### src/rtl/uart_rxb_pkg.sv
package uart_rxb_pkg;

    localparam int         BYTE_W     = 8;
    localparam logic [7:0] FCR_KEEP   = 8'hC9;
    localparam int         FCR_EN     = 0;
    localparam int         FCR_RXRST  = 1;
    localparam int         FCR_TXRST  = 2;

    typedef struct packed {
        logic [7:0]        fcr;
        logic [BYTE_W-1:0] hold;
        logic              dr;
        logic              oe;
        logic              bi;
        logic              tpend;
    } rxb_state_t;

    // serial bits in one frame: start + data + optional parity + stop
    function automatic int frame_bits(input logic [3:0] fmt);
        int n;
        n = 1 + 5 + int'(fmt[1:0]);
        if (fmt[3]) n = n + 1;
        n = n + (fmt[2] ? 2 : 1);
        return n;
    endfunction

    function automatic int trig_bytes(input logic [1:0] sel);
        case (sel)
            2'd0:    return 1;
            2'd1:    return 4;
            2'd2:    return 8;
            default: return 14;
        endcase
    endfunction

endpackage

### src/rtl/rxb_fifo.sv
module rxb_fifo #(
    parameter int DEPTH = 16,
    parameter int W     = 8
) (
    input  logic                         clk,
    input  logic                         rst_n,
    input  logic                         clr,
    input  logic                         push,
    input  logic                         pop,
    input  logic [W-1:0]                 din,
    output logic [W-1:0]                 head,
    output logic [$clog2(DEPTH+1)-1:0]   count
);
    localparam int AW = (DEPTH > 1) ? $clog2(DEPTH) : 1;
    localparam int CW = $clog2(DEPTH + 1);
    localparam logic [AW-1:0] LAST = AW'(DEPTH - 1);

    typedef struct packed {
        logic [AW-1:0] wp;
        logic [AW-1:0] rp;
        logic [CW-1:0] cnt;
    } fptr_t;

    fptr_t p_d, p_q;
    logic [W-1:0] mem [DEPTH];

    always_comb begin
        p_d = p_q;
        if (clr) begin
            p_d = '0;
        end else begin
            if (push) p_d.wp = (p_q.wp == LAST) ? '0 : p_q.wp + 1'b1;
            if (pop)  p_d.rp = (p_q.rp == LAST) ? '0 : p_q.rp + 1'b1;
            case ({push, pop})
                2'b10:   p_d.cnt = p_q.cnt + 1'b1;
                2'b01:   p_d.cnt = p_q.cnt - 1'b1;
                default: p_d.cnt = p_q.cnt;
            endcase
        end
    end

    always_ff @(posedge clk or negedge rst_n) begin
        if (!rst_n) p_q <= '0;
        else        p_q <= p_d;
    end

    always_ff @(posedge clk) begin
        if (push && !clr) mem[p_q.wp] <= din;
    end

    assign head  = mem[p_q.rp];
    assign count = p_q.cnt;

    a_r3_no_overflow: assert property (@(posedge clk) disable iff (!rst_n)
        (push && !clr) |-> (p_q.cnt < CW'(DEPTH)) || pop);

    a_r3_no_underflow: assert property (@(posedge clk) disable iff (!rst_n)
        (pop && !clr) |-> (p_q.cnt != '0));

    a_r3_count_up: assert property (@(posedge clk) disable iff (!rst_n)
        (push && !pop && !clr) |=> (p_q.cnt == $past(p_q.cnt) + 1'b1));

endmodule

### src/rtl/rxb_char_timer.sv
module rxb_char_timer
    import uart_rxb_pkg::*;
#(
    parameter int TOUT_CHARS = 4
) (
    input  logic       clk,
    input  logic       rst_n,
    input  logic       restart,
    input  logic       halt,
    input  logic       tick,
    input  logic [3:0] fmt,
    output logic       expire
);
    localparam int MAX_TICKS = 12 * TOUT_CHARS;
    localparam int TW        = $clog2(MAX_TICKS + 1);

    typedef struct packed {
        logic          armed;
        logic [TW-1:0] cnt;
    } tmr_t;

    tmr_t          t_d, t_q;
    logic [TW-1:0] limit;
    logic          reach;

    assign limit  = TW'(frame_bits(fmt) * TOUT_CHARS);
    assign reach  = (t_q.cnt + 1'b1) >= limit;
    assign expire = t_q.armed && tick && reach;

    always_comb begin
        t_d = t_q;
        if (restart) begin
            t_d.armed = 1'b1;
            t_d.cnt   = '0;
        end else if (halt) begin
            t_d = '0;
        end else if (t_q.armed && tick) begin
            if (reach) t_d = '0;
            else       t_d.cnt = t_q.cnt + 1'b1;
        end
    end

    always_ff @(posedge clk or negedge rst_n) begin
        if (!rst_n) t_q <= '0;
        else        t_q <= t_d;
    end

    // the count advances only on tick pulses
    a_r10_count_on_tick: assert property (@(posedge clk) disable iff (!rst_n)
        (t_q.armed && !tick && !restart && !halt) |=> $stable(t_q.cnt));

    a_r10_disarm_on_expiry: assert property (@(posedge clk) disable iff (!rst_n)
        (expire && !restart) |=> !t_q.armed);

endmodule

### src/rtl/uart_rx_buffer.sv
module uart_rx_buffer
    import uart_rxb_pkg::*;
#(
    parameter int DEPTH      = 16,
    parameter int TOUT_CHARS = 4
) (
    input  logic                        clk,
    input  logic                        rst_n,
    input  logic                        rx_valid,
    input  logic [7:0]                  rx_data,
    input  logic                        rx_break,
    input  logic                        rd_req,
    input  logic                        stat_rd,
    input  logic                        fcr_wr,
    input  logic [7:0]                  fcr_wdata,
    input  logic [3:0]                  lcr_fmt,
    input  logic                        baud_tick,
    output logic [7:0]                  rd_data,
    output logic                        data_ready,
    output logic                        overrun,
    output logic                        break_seen,
    output logic                        timeout_pend,
    output logic [$clog2(DEPTH+1)-1:0]  fifo_count,
    output logic                        trig_hit,
    output logic [7:0]                  fcr_state
);
    localparam int            CW     = $clog2(DEPTH + 1);
    localparam logic [CW-1:0] FULL_C = CW'(DEPTH);

    rxb_state_t          st_d, st_q;
    logic                q_clr, q_push, q_pop;
    logic [BYTE_W-1:0]   q_din, q_head;
    logic [CW-1:0]       q_cnt, cnt_after;
    logic                tmr_restart, tmr_halt, tmr_expire;
    logic [7:0]          wr_v;
    logic                rx_any, flush, fifo_mode;

    rxb_fifo #(.DEPTH(DEPTH), .W(BYTE_W)) i_fifo (
        .clk   (clk),
        .rst_n (rst_n),
        .clr   (q_clr),
        .push  (q_push),
        .pop   (q_pop),
        .din   (q_din),
        .head  (q_head),
        .count (q_cnt)
    );

    rxb_char_timer #(.TOUT_CHARS(TOUT_CHARS)) i_timer (
        .clk     (clk),
        .rst_n   (rst_n),
        .restart (tmr_restart),
        .halt    (tmr_halt),
        .tick    (baud_tick),
        .fmt     (lcr_fmt),
        .expire  (tmr_expire)
    );

    assign rx_any    = rx_valid || rx_break;
    assign fifo_mode = st_q.fcr[FCR_EN];
    assign q_din     = rx_break ? '0 : rx_data;

    always_comb begin
        st_d        = st_q;
        q_clr       = 1'b0;
        q_push      = 1'b0;
        q_pop       = 1'b0;
        tmr_restart = 1'b0;
        tmr_halt    = 1'b0;
        flush       = 1'b0;
        wr_v        = fcr_wdata;
        cnt_after   = q_cnt;

        if (stat_rd) begin
            st_d.oe = 1'b0;
            st_d.bi = 1'b0;
        end

        if (fcr_wr) begin
            // a mode change forces both queue resets
            if (fcr_wdata[FCR_EN] != st_q.fcr[FCR_EN]) begin
                wr_v[FCR_RXRST] = 1'b1;
                wr_v[FCR_TXRST] = 1'b1;
            end
            flush    = wr_v[FCR_RXRST];
            st_d.fcr = wr_v & FCR_KEEP;
        end

        if (flush) begin
            // receive reset wins over any byte or read in this cycle
            q_clr      = 1'b1;
            tmr_halt   = 1'b1;
            st_d.dr    = 1'b0;
            st_d.bi    = 1'b0;
            st_d.tpend = 1'b0;
        end else if (fifo_mode) begin
            if (rd_req) begin
                st_d.tpend = 1'b0;
                if (q_cnt != '0) begin
                    q_pop = 1'b1;
                    if (q_cnt > CW'(1)) tmr_restart = 1'b1;
                end
            end
            if (rx_any) begin
                tmr_restart = 1'b1;
                if (q_cnt < FULL_C || q_pop) q_push = 1'b1;
                else                         st_d.oe = 1'b1;
                if (rx_break) st_d.bi = 1'b1;
            end
            case ({q_push, q_pop})
                2'b10:   cnt_after = q_cnt + 1'b1;
                2'b01:   cnt_after = q_cnt - 1'b1;
                default: cnt_after = q_cnt;
            endcase
            st_d.dr = (cnt_after != '0);
            if (cnt_after == '0) st_d.bi = 1'b0;
            if (tmr_expire && !tmr_restart && !rd_req && q_cnt != '0)
                st_d.tpend = 1'b1;
        end else begin
            if (rd_req) begin
                st_d.dr = 1'b0;
                st_d.bi = 1'b0;
            end
            if (rx_any) begin
                if (st_q.dr && !rd_req) st_d.oe = 1'b1;
                st_d.hold = q_din;
                st_d.dr   = 1'b1;
                if (rx_break) st_d.bi = 1'b1;
            end
        end
    end

    always_ff @(posedge clk or negedge rst_n) begin
        if (!rst_n) st_q <= '0;
        else        st_q <= st_d;
    end

    always_comb begin
        if (fifo_mode) begin
            rd_data  = (q_cnt == '0) ? '0 : q_head;
            trig_hit = q_cnt >= CW'(trig_bytes(st_q.fcr[7:6]));
        end else begin
            rd_data  = st_q.hold;
            trig_hit = st_q.dr;
        end
    end

    assign data_ready   = st_q.dr;
    assign overrun      = st_q.oe;
    assign break_seen   = st_q.bi;
    assign timeout_pend = st_q.tpend;
    assign fifo_count   = q_cnt;
    assign fcr_state    = st_q.fcr;

    a_r4_ready_tracks_fill: assert property (@(posedge clk) disable iff (!rst_n)
        fifo_mode |-> (st_q.dr == (q_cnt != '0)));

    a_r6_overrun_sticky: assert property (@(posedge clk) disable iff (!rst_n)
        (st_q.oe && !stat_rd) |=> st_q.oe);

    a_r11_pend_from_expiry: assert property (@(posedge clk) disable iff (!rst_n)
        $rose(st_q.tpend) |-> $past(tmr_expire));

    a_r2_single_overrun: assert property (@(posedge clk) disable iff (!rst_n)
        (!fifo_mode && st_q.dr && rx_valid && !rd_req && !fcr_wr) |=> st_q.oe);

    a_r8_flush_empties: assert property (@(posedge clk) disable iff (!rst_n)
        (fcr_wr && fcr_wdata[FCR_RXRST]) |=> (q_cnt == '0) && !st_q.dr && !st_q.tpend);

endmodule

### config.mk
export PLATFORM = sky130hd
export DESIGN_NAME = uart_rx_buffer
export DESIGN_NICKNAME = d
export VERILOG_FILES = /design/src/rtl/uart_rxb_pkg.sv /design/src/rtl/rxb_fifo.sv /design/src/rtl/rxb_char_timer.sv /design/src/rtl/uart_rx_buffer.sv
export SDC_FILE = /design/constraint.sdc
export NUM_CORES = 1
export LEC_CHECK = 0
export BUFFER_PORTS_ARGS = -buffer_cell sky130_fd_sc_hd__buf_2
export CORE_MARGIN = 2
export CORE_UTILIZATION = 40
export CTS_CLUSTER_SIZE = 30
export DETAILED_ROUTE_END_ITERATION = 10
export HOLD_SLACK_MARGIN = 0.05
export SLEW_MARGIN = 30
export SYNTH_ARGS = -nofsm -noshare
export SYNTH_HDL_FRONTEND = slang
export SYNTH_SLANG_ARGS = --single-unit
### constraint.sdc
create_clock -name clk -period 3.45 [get_ports clk]
set_clock_uncertainty 0.1 [all_clocks]
set_input_delay 0.1725 -clock clk [delete_from_list [all_inputs] [get_ports clk]]
set_output_delay 0.1725 -clock clk [all_outputs]
set_load 0.02 [all_outputs]
# Word-level counts from Yosys, hierarchy flattened
# Memories as Yosys holds them, arrays and structs flattened.
# Cells that the tools add are included.
word_totals:
  ff_bits: 36
  latch_bits: 0
  mem_bits_rw: 128
  romBits: 0
  input_bits: 28
  output_inout_bits: 26
  elab_cells: 126
  memories: 1
memory_table:
  columns: ["name", "words", "word_bits", "rd", "rd_ports_with_merged_regs", "wr", "line", "rtl"]
  rows:
  - ["i_fifo.mem", 16, 8, 1, 0, 1, "rxb_fifo.sv:25", "logic [W-1:0] mem [DEPTH];"]
op_classes:
  addsub: 8
  mul: 0
  div: 0
  n_lt_le_gt_ge: 4
  n_eq_ne: 9
  n_shift: 0
  muxes: 63
  bitwise: 2
  reduce_logical: 28
ops:
  columns: ["operator", "n"]
  rows:
  - ["$mux 1", 38]
  - ["$mux 8", 3]
  - ["$mux 7", 3]
  - ["$mux 4", 5]
  - ["$pmux 5 s2", 2]
  - ["$mux 5", 3]
  - ["$mux 13", 1]
  - ["$add 4x1->4 const B", 3]
  - ["$pmux 4 s3", 1]
  - ["$reduce_bool 3->1", 4]
  - ["$logic_not 5->1", 2]
  - ["$reduce_bool 5->1", 2]
  - ["$eq 4x4->1 const B", 2]
  - ["$mux 2", 4]
  - ["$logic_and 1x1->1", 7]
  - ["$add 6x1->6 const B", 1]
  - ["$eq 2x1->1 const B", 3]
  - ["$eq 2x2->1 const B", 3]
  - ["$ge 6x6->1", 1]
  - ["$mux 3", 2]
  - ["$mux 6", 1]
  - ["$reduce_bool 2->1", 3]
  - ["$add 5x1->5 const B", 1]
  - ["$ge 5x5->1", 1]
  - ["other kinds (13)", 18]

# Depth between registers and ports, before layout
# Gate-level depths: netlist of the first run.
depth:
  word_depth: 18
  ltp_mapped: 14
  depth_no_buf: 14

# Hierarchy
# Synthesis of the first run repeated with hierarchy kept, for this count alone.
unflattened:
  hier_cells: 541
  hier_area_um2: 7718.7
by_module_without_submodules:
  columns: ["module", "instances", "cells_each", "area_each_um2", "seq_area_each_um2"]
  rows:
  - ["rxb_fifo", 1, 315, 5795.6, 4169.0]
  - ["uart_rx_buffer", 1, 158, 1262.5, 400.4]
  - ["rxb_char_timer", 1, 68, 660.6, 175.2]

# Worst setup path after synthesis of the first run
# No wires, ideal clock.
synth_path:
  kind: "input-to-reg"
  from: "in lcr_fmt[0]"
  to: "reg i_timer.t_q[2] (netlist name)"
  setup_ns: 0.078
  t_arrival_ns: 2.532
  slack_ns: 0.741
  path_stages: 14
  n_path_buf: 0
  path_cell_list: "inv_1 ha_1 mux2i_1 ha_1 a21oi_1 nor2b_1 xnor2_1 o21ai_0 ha_1 nand3_1 a21oi_1 a211oi_2 o21ai_0 a21oi_1"
synth_between:
  elab_chain_cells: 9
synth_lines:
  columns: ["element", "line", "rtl"]
  rows:
  - ["start, declared", "uart_rx_buffer.sv:16", "input logic [3:0] lcr_fmt,"]
  - ["$add 3x2->4 *", "uart_rxb_pkg.sv:21", "n = 1 + 5 + int'(fmt[1:0]);"]
  - ["$add 4x1->4", "uart_rxb_pkg.sv:22", "if (fmt[3]) n = n + 1;"]
  - ["$mux 4 *", "uart_rxb_pkg.sv:22", null]
  - ["$add 4x4->4 *", "uart_rxb_pkg.sv:23", "n = n + (fmt[2] ? 2 : 1);"]
  - ["$ge 6x6->1 *", "rxb_char_timer.sv:27", "assign reach = (t_q.cnt + 1'b1) >= limit;"]
  - ["$mux 6 *", "rxb_char_timer.sv:38", "if (reach) t_d = '0;"]
  - ["$mux 7 *", "rxb_char_timer.sv:37", "end else if (t_q.armed && tick) begin"]
  - ["$mux 7 *", "rxb_char_timer.sv:35", "end else if (halt) begin"]
  - ["$mux 7 *", "rxb_char_timer.sv:32", "if (restart) begin"]
  - ["end signal, assigned", "rxb_char_timer.sv:45", "else t_q <= t_d;"]
  - ["end, declared", "rxb_char_timer.sv:22", "tmr_t t_d, t_q;"]
# Mark *: on every way between the ends. The rest lies on a longest branch, timed or not. The select of a mux whose other input is x is not followed.
# A chain may end at the register's enable or synchronous reset.

# Worst setup path in the final report of the first run
layout_path:
  from: "reg i_fifo.p_q, in the netlist i_fifo.count[0]"
  to: "out rd_data[7]"
layout_between:
  elab_chain_cells: 3
layout_lines:
  columns: ["element", "line", "rtl"]
  rows:
  - ["start, declared", "rxb_fifo.sv:24", "fptr_t p_d, p_q;"]
  - ["start signal, assigned", "rxb_fifo.sv:44", "else p_q <= p_d;"]
  - ["$logic_not 5->1", "uart_rx_buffer.sv:140", "rd_data = (q_cnt == '0) ? '0 : q_head;"]
  - ["$mux 8", "uart_rx_buffer.sv:140", null]
  - ["$mux 8", "uart_rx_buffer.sv:139", "if (fifo_mode) begin"]
  - ["end, declared", "uart_rx_buffer.sv:18", "output logic [7:0] rd_data,"]
# No other way between the ends.

==> summary.md, run 1 <==
| Metric | Value |
|---|---|
| Outcome | `finished, final reports clean` |
| Fraction of power consumed by the clock network | `37.4%` |
| Initial antenna violation count | `0` |
| Fmax | `311 MHz` |
| First-pass GRT wire length | `26.0 mm` |
| Commonest non-fill, non-tap cells in the layout | `edfxtp_1 (128), buf_2 (45), nor2_1 (39)` |
| Sum of negative setup slack | `0 ns` |
| Rel. slew slack | `43.7%` |
| Final count of pins violating max slew | `0` |
| Number of core rows | `50` |
| Startpoint class of the critical path | `register` |
| Post-synth top area share | `50.0%` |
| Internal cell power | `0.00367 W` |
| Synthesized cell area | `7690 um2` |
| HPWL after DPL | `10.8 mm` |
| Slew @ Worst Pin | `0.841 ns` |
| Gpl congestion | `0.818` |
| Switching pwr | `0.00141 W` |
| Ys Warns | `0` |
| Layout area overhead | `15.5%` |
| Sw frac | `27.8%` |
| #FFs+latches synth | `164` |
| Share of cells above drive strength 1 | `19.3%` |
| H-tree Lvls | `4` |
| Max Buffers Root-to-Sink | `2` |
| Static Leak | `3.30 nW` |
| DRC Markers | `0` |
| Worst-path clk slew | `0.06 ns` |
| CTS sink cnt | `164` |
| Die height | `143 um` |
| Via Count | `4635` |
| Router iterations before antenna repair | `6` |
| Flop pwr share | `45.4%` |
| Core footprint | `18800 um2` |
| Avg WL per Cell | `19.3 um` |
| Part of the Yosys area used for sequential elements | `61.7%` |
| Post_cts resized | `0` |
| Commonest non-fill, non-tap cell in the layout | `edfxtp_1` |
| Ant. Diodes | `0` |
| CP required | `3.18 ns` |
| WL met1 | `7.38 mm` |
| Cts hold-fix bufs | `17` |
| Max Cap Viol | `0` |
| Final Hold Viols | `0` |
| Layout Utilization | `47.3%` |
| Vias in the first global route | `4703` |
| Multi-input logic area | `2640 um2` |
| Comb pwr share | `17.3%` |
| EDFF count, synth | `128` |
| Met2 wire length | `8.35 mm` |
| Total track usage | `17.2%` |
| Drt via density | `5.39` |
| Max FO, Critical Path | `10` |
| CTS tree | `done` |
| Unique masters post-synth | `55` |
| Fillers | `1617` |
| NumNets Final | `668` |
| Worst-Skew Late Latency | `0.43 ns` |
| Power Dens Cells | `572 nW/um2` |
| Synth area leaders | `edfxtp_1 (50%), dfrtp_1 (12%), mux2i_1 (4.9%)` |
| Final ANT Viol Nets | `0` |
| Final worst slack | `0.233 ns` |
| Setup slack at placement | `0.189 ns` |
| CP endpoint kind | `output pin` |
| Number of DRC markers in iteration 0 | `436` |
| Tcrit/Tclk final | `93.3%` |
| Port buffer count | `46` |
| Final setup fails | `0` |
| Sequential Area | `4750 um2` |
| Final WL | `16.6 mm` |
| Num CTS Buffers | `17` |
| Initial core utilization | `41.0%` |
| Die width | `143 um` |
| Avg Inst Size Synth | `14.0 um2` |
| Worst hold path class | `input pin to register` |
| Largest net degree at the start of global routing | `37` |
| Setup CP Type | `register to output pin` |
| RSZ-0062 raised after global routing | `no` |
| Asr flop ratio synth | `22.0%` |
| DIE AREA | `20300 um2` |
| Maximum VDD drop | `0.359 mV` |
| Fin crit period | `3.22 ns` |
| WL met3 | `657 um` |
| Io pins | `54` |
| Synth area leader | `edfxtp_1` |
| Ys flop type | `edfxtp_1` |
| WP data arrival | `2.94 ns` |
| CTS root buf | `clkbuf_16` |
| Max Used Layer | `met4` |
| GR Overflow Total | `0` |
| Post-CTS setup buffers | `0` |
| Gate Count Post-Synth | `549` |
[synth_stat cells, types with 8 or more instances]
| cell | number |
|---|---|
| ha_1 | 26 |
| o21ai_0 | 10 |
| xnor2_1 | 8 |
| a21oi_1 | 19 |
| edfxtp_1 | 128 |
| mux4_1 | 10 |
| a22oi_1 | 25 |
| nor2_1 | 39 |
| mux2_2 | 9 |
| nand3_1 | 26 |
| nand2_1 | 33 |
| nor2b_1 | 14 |
| buf_4 | 18 |
| dfrtp_1 | 36 |
| mux2i_1 | 38 |
| inv_1 | 19 |
| xor2_1 | 8 |
[sequential cells by signal, indices dropped and copies added, names as in the netlist]
register / flops
st_q: 8
i_fifo.p_q: 8
break_seen: 1
i_fifo.mem: 128
fcr_state: 4
overrun: 1
i_timer.t_q: 7
i_fifo.count: 5
data_ready: 1
timeout_pend: 1
[layout make-up]
type                    count  area share [%]
clock buffers              18            4.83
multi-input cells         332            29.7
inverters                  19           0.803
clock inverters            14            1.86
well taps                 234            3.30
repair buffers             79            6.03
flip-flops and latches    164            53.4
[worst paths after layout]
kind | slack, ns | to | startpoint | cells past startpoint
min in group asynchronous | 0.16 | i_timer.t_q[6] | rst_n | 2
max reg2reg | 0.68 | i_fifo.count[3] | i_fifo.count[0] | 11
max in group asynchronous | 2.71 | i_fifo.p_q[5] | rst_n | 2
max | 0.23 | rd_data[7] | i_fifo.count[0] | 8
min reg2reg | 0.41 | st_q[10] | st_q[10] | 1
min | 0.13 | data_ready | rx_valid | 4
[logic make-up after synthesis]
family,after synthesis,synth area share (%)
adder cells (fa/ha/maj),27,4.49
AND/OR/NAND/NOR,144,9.58
buffers and inverters,56,4.12
AO/OA/AOI/OAI,78,6.79
XOR/XNOR,16,1.82
multiplexers,63,11.4
other,1,0.0488
flip-flops,164,61.7
[metrics by stage]
| step | instances | total power [W] | hold slack [ns] | cell area, um2 |
|---|---|---|---|---|
| after floorplan | 552 | 0.00297 | -0.223 | 7700 |
| after global placement | 811 | 0.00318 | 0.242 | 8110 |
| after detailed placement | 811 | 0.00320 | 0.250 | 8110 |
| after CTS | 860 | 0.00513 | 0.120 | 8880 |
| after global routing | 860 | 0.00529 | 0.155 | 8880 |
| final | 860 | 0.00508 | 0.132 | 8880 |
[power groups by stage]
stage | Sequential (W) | Clock, W | Combinational [W]
finish | 0.00231 | 0.00190 | 0.000877
global route | 0.00232 | 0.00201 | 0.000966
CTS | 0.00230 | 0.00194 | 0.000882
detailed placement | 0.00235 | 0 | 0.000854
global placement | 0.00234 | 0 | 0.000836
floorplan | 0.00230 | 0 | 0.000674
[critical path: stages, from the launching register on]
cell and delay, ns:
dfrtp_1 0.57, inv_1 0.15, ha_1 0.28, or4b_4 0.23
nand2_4 0.08, nor2_1 0.52, nand3_1 0.29, nand3_1 0.21
buf_2 0.19
[routing by layer]
| metal | up-vias | GRT usage, % |
|---|---|---|
| li1 | 2179 | - |
| met1 | 2341 | 23.0 |
| met2 | 96 | 28.4 |
| met3 | 19 | 3.39 |
| met4 | 0 | 5.78 |
| met5 | - | 0 |
(Power assumes the default switching activity.)
==> inputs of run 2 (changes only) <==
--- a/config.mk
+++ b/config.mk
@@ -13,2 +13,3 @@
 export HOLD_SLACK_MARGIN = 0.05
+export SETUP_SLACK_MARGIN = 0.3
 export SLEW_MARGIN = 30
==> constraint.sdc (replaced) <==
create_clock -name clk -period 3.45 [get_ports clk]
set_clock_uncertainty 0.1 [all_clocks]
set_input_delay 1.035 -clock clk [delete_from_list [all_inputs] [get_ports clk]]
set_output_delay 1.035 -clock clk [all_outputs]
set_load 0.02 [all_outputs]
==> summary.md, run 2 (synthesis results as in run 1) <==
| Metric | Value |
|---|---|
| Hold wc startpoint | `st_q[9] (was rx_valid)` |
| Power consumption | `0.00517 W (was 0.00508 W)` |
| CP peak stage delay | `0.49 ns (was 0.57 ns)` |
| Internal cell power | `0.00376 W (was 0.00367 W)` |
| WL met3 | `832 um (was 657 um)` |
| Number of core rows | `50 (unchanged)` |
| Final WL | `16.9 mm (was 16.6 mm)` |
| CTS root buf | `clkbuf_16 (unchanged)` |
| CP endpoint kind | `output pin (unchanged)` |
| Final worst slack | `0.0604 ns (was 0.233 ns)` |
| Tcrit/Tclk final | `98.3% (was 93.3%)` |
| RSZ-0062 raised after global routing | `yes (was no)` |
| Io pins | `54 (unchanged)` |
| CP required | `2.31 ns (was 3.18 ns)` |
| Worst-path clk slew | `0.06 ns (about the same)` |
| Cts hold-fix bufs | `0 (was 17)` |
| Die width | `143 um (unchanged)` |
| R2R Path Start | `fcr_state[0] (was i_fifo.count[0])` |
| Final Hold Viols | `0 (unchanged)` |
| Share of cells above drive strength 1 | `28.0% (was 19.3%)` |
| Layout Utilization | `49.0% (was 47.3%)` |
| Via Count | `4715 (was 4635)` |
| Initial core utilization | `41.0% (unchanged)` |
| Commonest non-fill, non-tap cells in the layout | `edfxtp_1 (128), buf_4 (48), nor2_1 (38) (was edfxtp_1 (128), buf_2 (45), nor2_1 (39))` |
| Fmax | `295 MHz (was 311 MHz)` |
| Initial antenna violation count | `0 (unchanged)` |
| Final setup fails | `0 (unchanged)` |
| Vias in the first global route | `4818 (was 4703)` |
| Comb pwr share | `20.7% (was 17.3%)` |
| Layout area overhead | `19.6% (was 15.5%)` |
| Delay-heaviest family, CP | `simple AND/OR/NAND/NOR gates (unchanged)` |
| Worst hold path class | `register to register (was input pin to register)` |
| Core footprint | `18800 um2 (unchanged)` |
| First-pass GRT wire length | `26.8 mm (was 26.0 mm)` |
| Static Leak | `3.45 nW (was 3.30 nW)` |
| Fin crit period | `3.39 ns (was 3.22 ns)` |
| CTS sink cnt | `164 (unchanged)` |
| Gpl congestion | `0.811 (was 0.818)` |
| H-tree Lvls | `4 (unchanged)` |
| Worst path bufs/invs | `2 (unchanged)` |
| Switching pwr | `0.00141 W (about the same)` |
| Dpl cells | `835 (was 811)` |
| Ant. Diodes | `0 (unchanged)` |
| Final Cell Area | `9200 um2 (was 8880 um2)` |
| Die height | `143 um (unchanged)` |
| Final count of pins violating max slew | `0 (unchanged)` |
| WP data arrival | `2.25 ns (was 2.94 ns)` |
| HPWL after DPL | `11.2 mm (was 10.8 mm)` |
| Port buffer count | `46 (unchanged)` |
| Worst-Skew Late Latency | `0.42 ns (was 0.43 ns)` |
| Router iterations before antenna repair | `6 (unchanged)` |
| GR Overflow Total | `0 (unchanged)` |
| Maximum VDD drop | `0.322 mV (was 0.359 mV)` |
| Final ANT Viol Nets | `0 (unchanged)` |
| Total track usage | `17.6% (was 17.2%)` |
| CP cell instances | `inv_2, ha_4, or4b_4, nand2_8, nor3b_4, a22oi_1, nand3_1, buf_2 (was inv_1, ha_1, or4b_4, nand2_4, nor2_1, nand3_1, nand3_1, buf_2)` |
| Sw frac | `27.3% (was 27.8%)` |
| Power Dens Cells | `562 nW/um2 (was 572 nW/um2)` |
| Slowest CP cell | `or4b_4 (was dfrtp_1)` |
| DRC Markers | `0 (unchanged)` |
| CTS tree | `done (unchanged)` |
| Largest Register | `i_fifo.mem (unchanged)` |
| Placed Area | `8350 um2 (was 8110 um2)` |
| Max Used Layer | `met4 (unchanged)` |
| NumNets Final | `686 (was 668)` |
| Number of flip-flops in the largest register | `128 (unchanged)` |
| Max FO, Critical Path | `8 (was 10)` |
| Largest net degree at the start of global routing | `37 (unchanged)` |
| Met2 wire length | `8.18 mm (was 8.35 mm)` |
| Startpoint class of the critical path | `register (unchanged)` |
| Worst R2R Setup Slack | `0.79 ns (was 0.68 ns)` |
| Outcome | `finished, final reports clean (unchanged)` |
| Biggest regs | `i_fifo.mem (128), i_fifo.p_q (8), st_q (8) (unchanged)` |
| Number of DRC markers in iteration 0 | `420 (was 436)` |
| Setup CP Type | `register to output pin (unchanged)` |
| Max Cap Viol | `0 (unchanged)` |
| Num CTS Buffers | `17 (unchanged)` |
| Rel. slew slack | `60.8% (was 43.7%)` |
| DIE AREA | `20300 um2 (unchanged)` |
| Max Buffers Root-to-Sink | `2 (unchanged)` |
| Commonest non-fill, non-tap cell in the layout | `edfxtp_1 (unchanged)` |
| Slew @ Worst Pin | `0.587 ns (was 0.841 ns)` |
| WL met1 | `7.38 mm (about the same)` |
| Non-Filler Instances | `878 (was 860)` |
| Crit path from | `i_fifo.count[1] (was i_fifo.count[0])` |
| Drt via density | `5.37 (was 5.39)` |
| Avg WL per Cell | `19.2 um (was 19.3 um)` |
| Fraction of power consumed by the clock network | `35.8% (was 37.4%)` |
| Flop pwr share | `43.6% (was 45.4%)` |
| Setup slack at placement | `-0.309 ns (was 0.189 ns)` |
==> run 2: cell types whose count changed in the layout (fill, tap and decap cells not counted), sizes merged <==
cell | previous run | this run
buf | 62 | 97
inv | 27 | 23
clkinv | 2 | 8
dlygate4sd3 | 17 | 0
clkinvlp | 2 | 0
==> run 2: repair_timing <==
action                     in CTS  in global routing
resized for setup              17                 28
setup endpoints to repair      15                 17
buffers inserted                7                  4
pin swaps                      16                 20
==> run 2: power groups by stage <==
| stage | clock (W) | sequential (W) | combinational, W |
|---|---|---|---|
| 2_1_floorplan | 0 | 0.00230 | 0.000683 |
| 3_3_place_gp | 0 | 0.00229 | 0.000924 |
| 3_5_place_dp | 0 | 0.00229 | 0.000945 |
| 4_1_cts | 0.00188 | 0.00225 | 0.00102 |
| 5_1_grt | 0.00196 | 0.00226 | 0.00117 |
| 6_report | 0.00185 | 0.00225 | 0.00107 |
==> run 2: final timing paths <==
check,endpoint,cells after the start
min in group asynchronous,fcr_state[7],1
worst min register to register,st_q[9],1
worst min-delay path,st_q[9],1
worst max-delay path,rd_data[7],8
max in group asynchronous,i_fifo.p_q[5],1
worst max register to register,i_fifo.count[3],11
==> run 2: layout make-up <==
cell class                 instances  area [um2]
fill                            1655        9570
tap                              234         293
clock inverter                    14         151
inverter                          19        86.3
timing repair buffer              97         693
clock buffer                      18         429
multi-input combinational        332        2800
sequential                       164        4750
==> run 2: per-stage QoR <==
| stage | TNS, ns | hold WS, ns |
|---|---|---|
| after floorplan | 0 | 0.381 |
| after global placement | -0.890 | 0.390 |
| after detailed placement | -1.93 | 0.396 |
| after CTS | 0 | 0.410 |
| after global routing | -0.0190 | 0.428 |
| final | 0 | 0.409 |
==> run 2: per-layer routing <==
layer | global-route usage, % | up-vias
li1 | - | 2211
met4 | 7.24 | 0
met3 | 3.52 | 37
met5 | 0 | -
met2 | 28.4 | 122
met1 | 23.5 | 2345
==> inputs of run 3 (changes only) <==
Settings changed: REMOVE_ABC_BUFFERS from default to 1.
==> summary.md, run 3 (synthesis results as in run 1) <==
| Metric | Value |
|---|---|
| Final Cell Area | `9330 um2 (was 9200 um2)` |
| Gpl congestion | `0.813 (was 0.811)` |
| Worst hold stages | `1 (unchanged)` |
| R2R cell count | `11 (unchanged)` |
| CP peak stage delay | `0.50 ns (was 0.49 ns)` |
| Slew @ Worst Pin | `0.766 ns (was 0.587 ns)` |
| CTS root buf | `clkbuf_16 (unchanged)` |
| Io pins | `54 (unchanged)` |
| Fin crit period | `3.49 ns (was 3.39 ns)` |
| Vias in the first global route | `4830 (was 4818)` |
| Die width | `143 um (unchanged)` |
| Number of core rows | `50 (unchanged)` |
| Worst hold path class | `register to register (unchanged)` |
| CP endpoint kind | `output pin (unchanged)` |
| Flop pwr share | `42.7% (was 43.6%)` |
| WP data arrival | `2.36 ns (was 2.25 ns)` |
| Commonest non-fill, non-tap cells in the layout | `edfxtp_1 (128), buf_4 (55), nor2_1 (38) (was edfxtp_1 (128), buf_4 (48), nor2_1 (38))` |
| Final Hold Viols | `0 (unchanged)` |
| Fraction of power consumed by the clock network | `36.2% (was 35.8%)` |
| DRC Markers | `0 (unchanged)` |
| Share of cells above drive strength 1 | `30.0% (was 28.0%)` |
| Fillers | `1572 (was 1655)` |
| Number of DRC markers in iteration 0 | `354 (was 420)` |
| GR Overflow Total | `0 (unchanged)` |
| Port buffer count | `46 (unchanged)` |
| Max FO, Critical Path | `8 (unchanged)` |
| Hold wc startpoint | `st_q[10] (was st_q[9])` |
| Ant. Diodes | `0 (unchanged)` |
| Final setup fails | `7 (was 0)` |
| Final count of pins violating max slew | `0 (unchanged)` |
| Comb pwr share | `21.1% (was 20.7%)` |
| Final worst slack | `-0.0440 ns (was 0.0604 ns)` |
| RSZ-0062 raised after global routing | `yes (unchanged)` |
| Router iterations before antenna repair | `5 (was 6)` |
| Slowest CP cell | `or4b_4 (unchanged)` |
| WHS Endpoint | `st_q[10] (was st_q[9])` |
| Drt via density | `5.38 (was 5.37)` |
| CP cell instances | `inv_2, ha_4, or4b_4, nand2_8, nor3b_4, buf_12, a22oi_2, nand3_2, buf_6 (was inv_2, ha_4, or4b_4, nand2_8, nor3b_4, a22oi_1, nand3_1, buf_2)` |
| Final WL | `16.9 mm (about the same)` |
| First-pass GRT wire length | `26.4 mm (was 26.8 mm)` |
| Worst reg2reg endpoint | `i_fifo.count[3] (unchanged)` |
| Via Count | `4759 (was 4715)` |
| Avg WL per Cell | `19.1 um (was 19.2 um)` |
| Max Buffers Root-to-Sink | `2 (unchanged)` |
| Worst-Skew Late Latency | `0.42 ns (about the same)` |
| Worst-path clk slew | `0.07 ns (was 0.06 ns)` |
| Power Dens Cells | `567 nW/um2 (was 562 nW/um2)` |
| Sw frac | `27.9% (was 27.3%)` |
| Number of flip-flops in the largest register | `128 (unchanged)` |
| R2R Path Start | `fcr_state[0] (unchanged)` |
| Delay-heaviest family, CP | `simple AND/OR/NAND/NOR gates (unchanged)` |
| Rel. slew slack | `48.7% (was 60.8%)` |
| CP required | `2.31 ns (about the same)` |
| Largest net degree at the start of global routing | `38 (was 37)` |
| Switching pwr | `0.00147 W (was 0.00141 W)` |
| Largest Register | `i_fifo.mem (unchanged)` |
| Setup slack at placement | `-0.356 ns (was -0.309 ns)` |
| Final ANT Viol Nets | `0 (unchanged)` |
| Setup CP Type | `register to output pin (unchanged)` |
| H-tree Lvls | `4 (unchanged)` |
| HPWL after DPL | `10.9 mm (was 11.2 mm)` |
| Num CTS Buffers | `17 (unchanged)` |
| Power consumption | `0.00529 W (was 0.00517 W)` |
| Startpoint class of the critical path | `register (unchanged)` |
| Static Leak | `3.51 nW (was 3.45 nW)` |
| Initial antenna violation count | `0 (unchanged)` |
| Core footprint | `18800 um2 (unchanged)` |
| NumNets Final | `693 (was 686)` |
| DIE AREA | `20300 um2 (unchanged)` |
| Initial core utilization | `41.0% (unchanged)` |
| Commonest non-fill, non-tap cell in the layout | `edfxtp_1 (unchanged)` |
| Outcome | `finished with violations (was finished, final reports clean)` |
| CTS sink cnt | `164 (unchanged)` |
| Worst R2R Setup Slack | `0.78 ns (was 0.79 ns)` |
| Die height | `143 um (unchanged)` |
| Total track usage | `17.2% (was 17.6%)` |
| Failing checks | `setup timing` |
| CTS tree | `done (unchanged)` |
| Biggest regs | `i_fifo.mem (128), i_fifo.p_q (8), st_q (8) (unchanged)` |
| Layout area overhead | `21.3% (was 19.6%)` |
| Worst path bufs/invs | `3 (was 2)` |
| Maximum VDD drop | `0.363 mV (was 0.322 mV)` |
| Fmax | `286 MHz (was 295 MHz)` |
| Internal cell power | `0.00381 W (was 0.00376 W)` |
| Placed Area | `8300 um2 (was 8350 um2)` |
| Tcrit/Tclk final | `101% (was 98.3%)` |
| Max Cap Viol | `0 (unchanged)` |
==> run 3: area by class of cell <==
class / instances / area (um2) / share of cell area, %
well taps: 234 / 293 / 3.14
clock inverters: 14 / 168 / 1.80
clock buffers: 18 / 429 / 4.60
flip-flops and latches: 164 / 4750 / 50.9
multi-input cells: 332 / 2830 / 30.3
repair buffers: 104 / 783 / 8.40
inverters: 19 / 78.8 / 0.845
==> run 3: metrics by stage <==
stage	std cells	hold slack (ns)	TNS, ns	util [%]
floorplan	515	0.381	-4.74	-
global placement	835	0.390	-1.21	44.2
detailed placement	835	0.396	-2.64	44.2
CTS	875	0.411	-0.0648	48.6
global route	885	0.427	-0.780	49.7
finish	885	0.410	-0.167	49.7
==> run 3: how the worst max path moves through the flow <==
stage                     from              to  slack [ns]  cells after the start
3_3_place_gp        lcr_fmt[0]    timeout_pend       -0.18                     16
5_1_grt        i_fifo.count[1]      rd_data[6]       -0.11                      9
4_1_cts        i_fifo.count[0]      rd_data[0]       -0.04                      9
2_1_floorplan    i_fifo.p_q[5]      rd_data[0]       -0.51                      3
3_5_place_dp        lcr_fmt[0]  i_timer.t_q[3]       -0.36                     16
6_report       i_fifo.count[1]      rd_data[0]       -0.04                      9
==> run 3: routing by layer <==
layer / track usage (%) / share of wire (%) / vias up
met5: 0 / 0 / -
met4: 4.95 / 1.3 / 0
met3: 3.52 / 3.4 / 20
met2: 30.0 / 52 / 93
met1: 21.9 / 44 / 2430
li1: - / - / 2216
==> run 3: timing repair <==
action	in CTS	in global routing
gates resized for setup	41	24
endpoints found under the setup margin	16	17
hold buffers	0	0
cloned	1	0
setup buffers	7	10
pin swaps	22	29
==> run 3: worst reg2reg max path, stage by stage, from the launching register on <==
cell and delay, ns:
dfrtp_1 0.46, buf_4 0.23, xor2_1 0.17, o21a_1 0.34, nor2_2 0.28, inv_1 0.08
ha_1 0.26, nor2b_1 0.18, nand3_1 0.10, a21oi_1 0.18, xnor2_1 0.14, nor2_1 0.05
==> run 3: power by group through the flow <==
stage	logic, W	clock network, W	registers, W
2_1_floorplan	0.000534	0	0.00239
3_3_place_gp	0.000891	0	0.00231
3_5_place_dp	0.000910	0	0.00231
4_1_cts	0.00102	0.00194	0.00228
5_1_grt	0.00121	0.00202	0.00226
6_report	0.00112	0.00191	0.00226
